$ cat src/rtl/hzd_pkg.sv
package hzd_pkg;
  localparam int unsigned REG_W_DEF  = 5;
  localparam int unsigned SRCS_DEF   = 2;
  localparam int unsigned KILLS_DEF  = 2;

  typedef enum logic [1:0] {
    ACT_RUN   = 2'd0,
    ACT_STALL = 2'd1,
    ACT_FLUSH = 2'd2
  } ctl_act_e;

  function automatic ctl_act_e pick_action(input logic redirect, input logic interlock);
    if (redirect)       return ACT_FLUSH;
    else if (interlock) return ACT_STALL;
    else                return ACT_RUN;
  endfunction
endpackage

$ cat src/rtl/src_match.sv
module src_match #(
  parameter int unsigned RW = 5
) (
  input  logic [RW-1:0] src,
  input  logic          used,
  input  logic [RW-1:0] dst,
  output logic          hit
);
  always_comb begin
    hit = used && (src == dst);
  end
endmodule

$ cat src/rtl/luse_interlock.sv
module luse_interlock #(
  parameter int unsigned NSRC = 2,
  parameter int unsigned RW   = 5
) (
  input  logic                      id_valid,
  input  logic [NSRC-1:0][RW-1:0]   id_src,
  input  logic [NSRC-1:0]           id_src_used,
  input  logic                      ex_valid,
  input  logic                      ex_mem_rd,
  input  logic [RW-1:0]             ex_dst,
  output logic                      hazard
);
  logic [NSRC-1:0] hits;
  logic            producer_late;

  for (genvar g = 0; g < NSRC; g++) begin : g_src
    src_match #(.RW(RW)) u_match (
      .src  (id_src[g]),
      .used (id_src_used[g]),
      .dst  (ex_dst),
      .hit  (hits[g])
    );
  end

  always_comb begin
    producer_late = ex_valid && ex_mem_rd && (ex_dst != '0);
    hazard        = producer_late && id_valid && (|hits);
  end
endmodule

$ cat src/rtl/redirect_flush.sv
module redirect_flush #(
  parameter int unsigned NFLUSH = 2
) (
  input  logic              kill,
  output logic [NFLUSH-1:0] flush
);
  for (genvar g = 0; g < NFLUSH; g++) begin : g_stage
    assign flush[g] = kill;
  end
endmodule

$ cat src/rtl/load_use_flush_ctrl.sv
module load_use_flush_ctrl
  import hzd_pkg::*;
#(
  parameter int unsigned NSRC   = SRCS_DEF,
  parameter int unsigned RW     = REG_W_DEF,
  parameter int unsigned NFLUSH = KILLS_DEF
) (
  input  logic                    clk,
  input  logic                    rst_n,
  input  logic                    id_valid,
  input  logic [NSRC-1:0][RW-1:0] id_src,
  input  logic [NSRC-1:0]         id_src_used,
  input  logic                    ex_valid,
  input  logic                    ex_mem_rd,
  input  logic [RW-1:0]           ex_dst,
  input  logic                    ex_br_taken,
  output logic                    pc_hold,
  output logic                    ifid_hold,
  output logic                    idex_bubble,
  output logic [NFLUSH-1:0]       flush
);
  logic              hazard;
  logic              stall_q;
  logic              stall_d;
  logic              stall_en;
  logic              kill;
  logic [NFLUSH-1:0] flush_raw;
  ctl_act_e          act;

  luse_interlock #(.NSRC(NSRC), .RW(RW)) u_interlock (
    .id_valid    (id_valid),
    .id_src      (id_src),
    .id_src_used (id_src_used),
    .ex_valid    (ex_valid),
    .ex_mem_rd   (ex_mem_rd),
    .ex_dst      (ex_dst),
    .hazard      (hazard)
  );

  // Next-state logic: a stall already taken last cycle blocks a repeat.
  always_comb begin
    act      = pick_action(ex_br_taken, hazard && !stall_q);
    stall_d  = (act == ACT_STALL);
    stall_en = 1'b1;
    kill     = rst_n && (act == ACT_FLUSH);
  end

  always_ff @(posedge clk or negedge rst_n) begin
    if (!rst_n)        stall_q <= 1'b0;
    else if (stall_en) stall_q <= stall_d;
  end

  redirect_flush #(.NFLUSH(NFLUSH)) u_redirect (
    .kill  (kill),
    .flush (flush_raw)
  );

  always_comb begin
    pc_hold     = rst_n && stall_d;
    ifid_hold   = rst_n && stall_d;
    idex_bubble = rst_n && stall_d;
    flush       = flush_raw;
  end
endmodule

$ cat config.mk
export PLATFORM = sky130hd
export DESIGN_NAME = load_use_flush_ctrl
export DESIGN_NICKNAME = d
export VERILOG_FILES = /design/src/rtl/hzd_pkg.sv /design/src/rtl/src_match.sv /design/src/rtl/luse_interlock.sv /design/src/rtl/redirect_flush.sv /design/src/rtl/load_use_flush_ctrl.sv
export SDC_FILE = /design/constraint.sdc
export NUM_CORES = 1
export LEC_CHECK = 0
export BUFFER_PORTS_ARGS = -buffer_cell sky130_fd_sc_hd__buf_2
export CAP_MARGIN = 20
export CELL_PAD_IN_SITES_DETAIL_PLACEMENT = 0
export CELL_PAD_IN_SITES_GLOBAL_PLACEMENT = 2
export CORE_MARGIN = 2
export CORE_UTILIZATION = 13
export CTS_BUF_LIST = sky130_fd_sc_hd__clkbuf_16
export CTS_CLUSTER_DIAMETER = 50
export DETAILED_ROUTE_END_ITERATION = 8
export GPL_ROUTABILITY_DRIVEN = 1
export GPL_TIMING_DRIVEN = 0
export PLACE_DENSITY_LB_ADDON = 0.3
export REMOVE_ABC_BUFFERS = 1
export SLEW_MARGIN = 20
export SYNTH_ARGS = -nofsm -noshare
export SYNTH_HDL_FRONTEND = slang
export SYNTH_SLANG_ARGS = --single-unit
$ cat constraint.sdc
create_clock -name clk -period 1.91 [get_ports clk]
set_input_delay 0.0955 -clock clk [delete_from_list [all_inputs] [get_ports clk]]
set_output_delay 0.0955 -clock clk [all_outputs]
set_load 0.01 [all_outputs]
==> run summary <==
Clock transition at path regs -> 0 ns
Sequential share of the synthesized area -> 11.8%
Worst VDD drop -> 0.0999 mV
Initial antenna violation count -> 0
Startpoint types -> input port
Starting Density -> 14.0%
Crit-path most repeated cell -> buf_2
GRT overflow -> 0
CP delay by family, top -> buffers and inverters
Skew-Pair Late Insertion Delay -> 0 ns
Final setup vio count -> 0
Unrepaired setup endpoints after global routing -> no
Max incr delay on CP -> 0.53 ns
Worst hold-check path type -> input port to async pin
CP Capture Type -> output pin
Synth Area in Compound Gates -> 5.29%
Post-cts sizing count -> 0
Die span in x -> 44.5 um
Top flop regs -> stall_q x1
Mux share of post-synthesis cell area -> 0%
Area contributors post-synth -> xnor2_1 (41%), buf_4 (14%), dfrtp_1 (12%)
Post-synth EDFFs -> 0
Rel. slew slack -> 88.1%
Most used DFF post-synth -> dfrtp_1
Via density -> 3.93
Post-DR wirelength/cell -> 8.76 um
Post-synthesis simple-gate area fraction -> 27.6%
Fraction of layout cells with a size suffix above 1 -> 53.8%
Largest net degree at the start of global routing -> 4
Post-Synth XOR/XNOR Area -> 41.2%
Final worst path period share -> 60.2%
I/O pin total -> 28
Worst path required time -> 1.81 ns
Synth async-reset ratio -> 100%
Power per cell area -> 236 nW/um^2
Final Wtd Congestion -> 0.691
Fin worst setup slack -> 0.760 ns
WP buf/inv -> 3
Avg Cell Area, Syn -> 7.60 um^2
Hpwl dp -> 568 um
Mapped Area -> 213 um^2
Top reg by flops -> stall_q
Commonest cells in the netlist -> xnor2_1 (10), buf_4 (4), nand4_1 (3)
Non-Filler Instances -> 68
Core area -> 1520 um^2
Gr usage total -> 5.59%
Via count of the first global-routing pass -> 235
Fin. max-slew vios -> 0
Slowest stage cell, crit path -> dlygate4sd3_1
First-pass GRT wire length -> 855 um
DRT antenna net count -> 0
Yosys reg bits -> 1
Synth top area share -> 41.2%
Row cnt -> 14
Cell with the most instances after synthesis -> xnor2_1
Port bufs -> 27
Max_cap viols -> 0
Status -> completed
Largest family of logic cells by synthesized area -> XOR/XNOR gates
DRT Pass-1 Iters -> 2
Setup CP Type -> input port to output pin
Final hold vios -> 0
Max FFs per register -> 1
Max FO, Critical Path -> 3
Post-synth cell types -> 12
Worst Tran Pin Value -> 0.177 ns
Clock skew -> 0 ns
First DRT Iteration DRCs -> 1
Setup TNS -> 0 ns
Syn. warnings -> 0
P_leak -> 0.179 nW
Final Util -> 22.8%
Post-place setup slack -> 0.733 ns
Fmax -> 869 MHz
Synth area leader -> xnor2_1
Die H -> 44.5 um
Min Tclk post-route -> 1.15 ns
Overall die area -> 1980 um^2
ANT cells -> 0
Synthesis-to-layout area growth -> 63.5%
Via count -> 267
WL final -> 596 um
Post-Syn Instances -> 28
DRC -> 0
Worst-path cell chain -> dlygate4sd3_1 > buf_2 > and3_1 > buf_2
WP data arrival -> 1.05 ns
Placed instance count -> 67
Adder-cell share of the synthesized area -> 0%
Layout net count -> 77
==> metrics by stage <==
| step | total power, W | area (um^2) | hold slack, ns |
|---|---|---|---|
| 2_1_floorplan | 0.0000477 | 183 | -0.200 |
| 3_3_place_gp | 0.0000812 | 338 | -0.117 |
| 3_5_place_dp | 0.0000815 | 338 | -0.115 |
| 4_1_cts | 0.0000832 | 348 | 0.418 |
| 5_1_grt | 0.0000892 | 348 | 0.428 |
| 6_report | 0.0000819 | 348 | 0.421 |
==> cells by family after synthesis <==
family | count (synthesis)
AND/OR/NAND/NOR | 11
XOR/XNOR | 10
buffers and inverters | 4
AO/OA/AOI/OAI | 2
flip-flops | 1
==> worst paths after layout <==
path	startpoint	endpoint	slack (ns)	cells past startpoint
worst max-delay path	rst_n	idex_bubble	0.76	4
worst min-delay path	rst_n	stall_q	0.42	2
worst max register to register	stall_q	stall_q	1.02	4
worst min register to register	stall_q	stall_q	0.69	4
max in group asynchronous	rst_n	stall_q	1.39	2
min in group clk	ex_br_taken	flush[1]	0.52	3
==> layout by cell type (no fill, tap or decap) <==
master         netlist  layout
and3_1               1       1
dlygate4sd3_1        0       1
buf_2                0      27
a21oi_1              1       1
nor2_1               2       2
nor3_1               1       1
and2_2               1       1
dfrtp_1              1       1
o22ai_1              1       1
xnor2_1             10      10
and2_1               1       1
nand2_1              2       2
nand4_1              3       3
==> repair_timing <==
action | 4_1_cts | 5_1_grt
endpoints found under the hold margin | 1 | 0
hold buffers | 1 | 0
buffers inserted | 0 | 0
==> power by group <==
| group | leakage, nW | switching (W) | total (W) | internal [W] |
|---|---|---|---|---|
| Combinational | 0.165 | 0.0000243 | 0.0000603 | 0.0000360 |
| Clock | 0 | 0 | 0 | 0 |
| Sequential | 0.0140 | 0.0000000170 | 0.0000216 | 0.0000216 |
| Total | 0.179 | 0.0000243 | 0.0000819 | 0.0000576 |
==> metal layers <==
metal | vias up | track usage, % | routed length (um)
met5 | - | 0 | 0
met4 | 0 | 0 | 0
met3 | 0 | 0.816 | 100
met2 | 18 | 10.9 | 244
met1 | 109 | 6.78 | 251
li1 | 140 | - | -
==> final cells by class <==
class | instances | area (um^2)
Timing Repair Buffer | 28 | 145
Tap cell | 16 | 20.0
Multi-Input combinational cell | 23 | 158
Sequential cell | 1 | 25.0
Fill cell | 183 | 1180
==> worst register-to-register path, cell delays in order (launching register included) <==
cell and delay [ns]:
dfrtp_1 0.34, nor2_1 0.09, nand4_1 0.10, a21oi_1 0.14, and2_2 0.16
(Power assumes the default switching activity.)
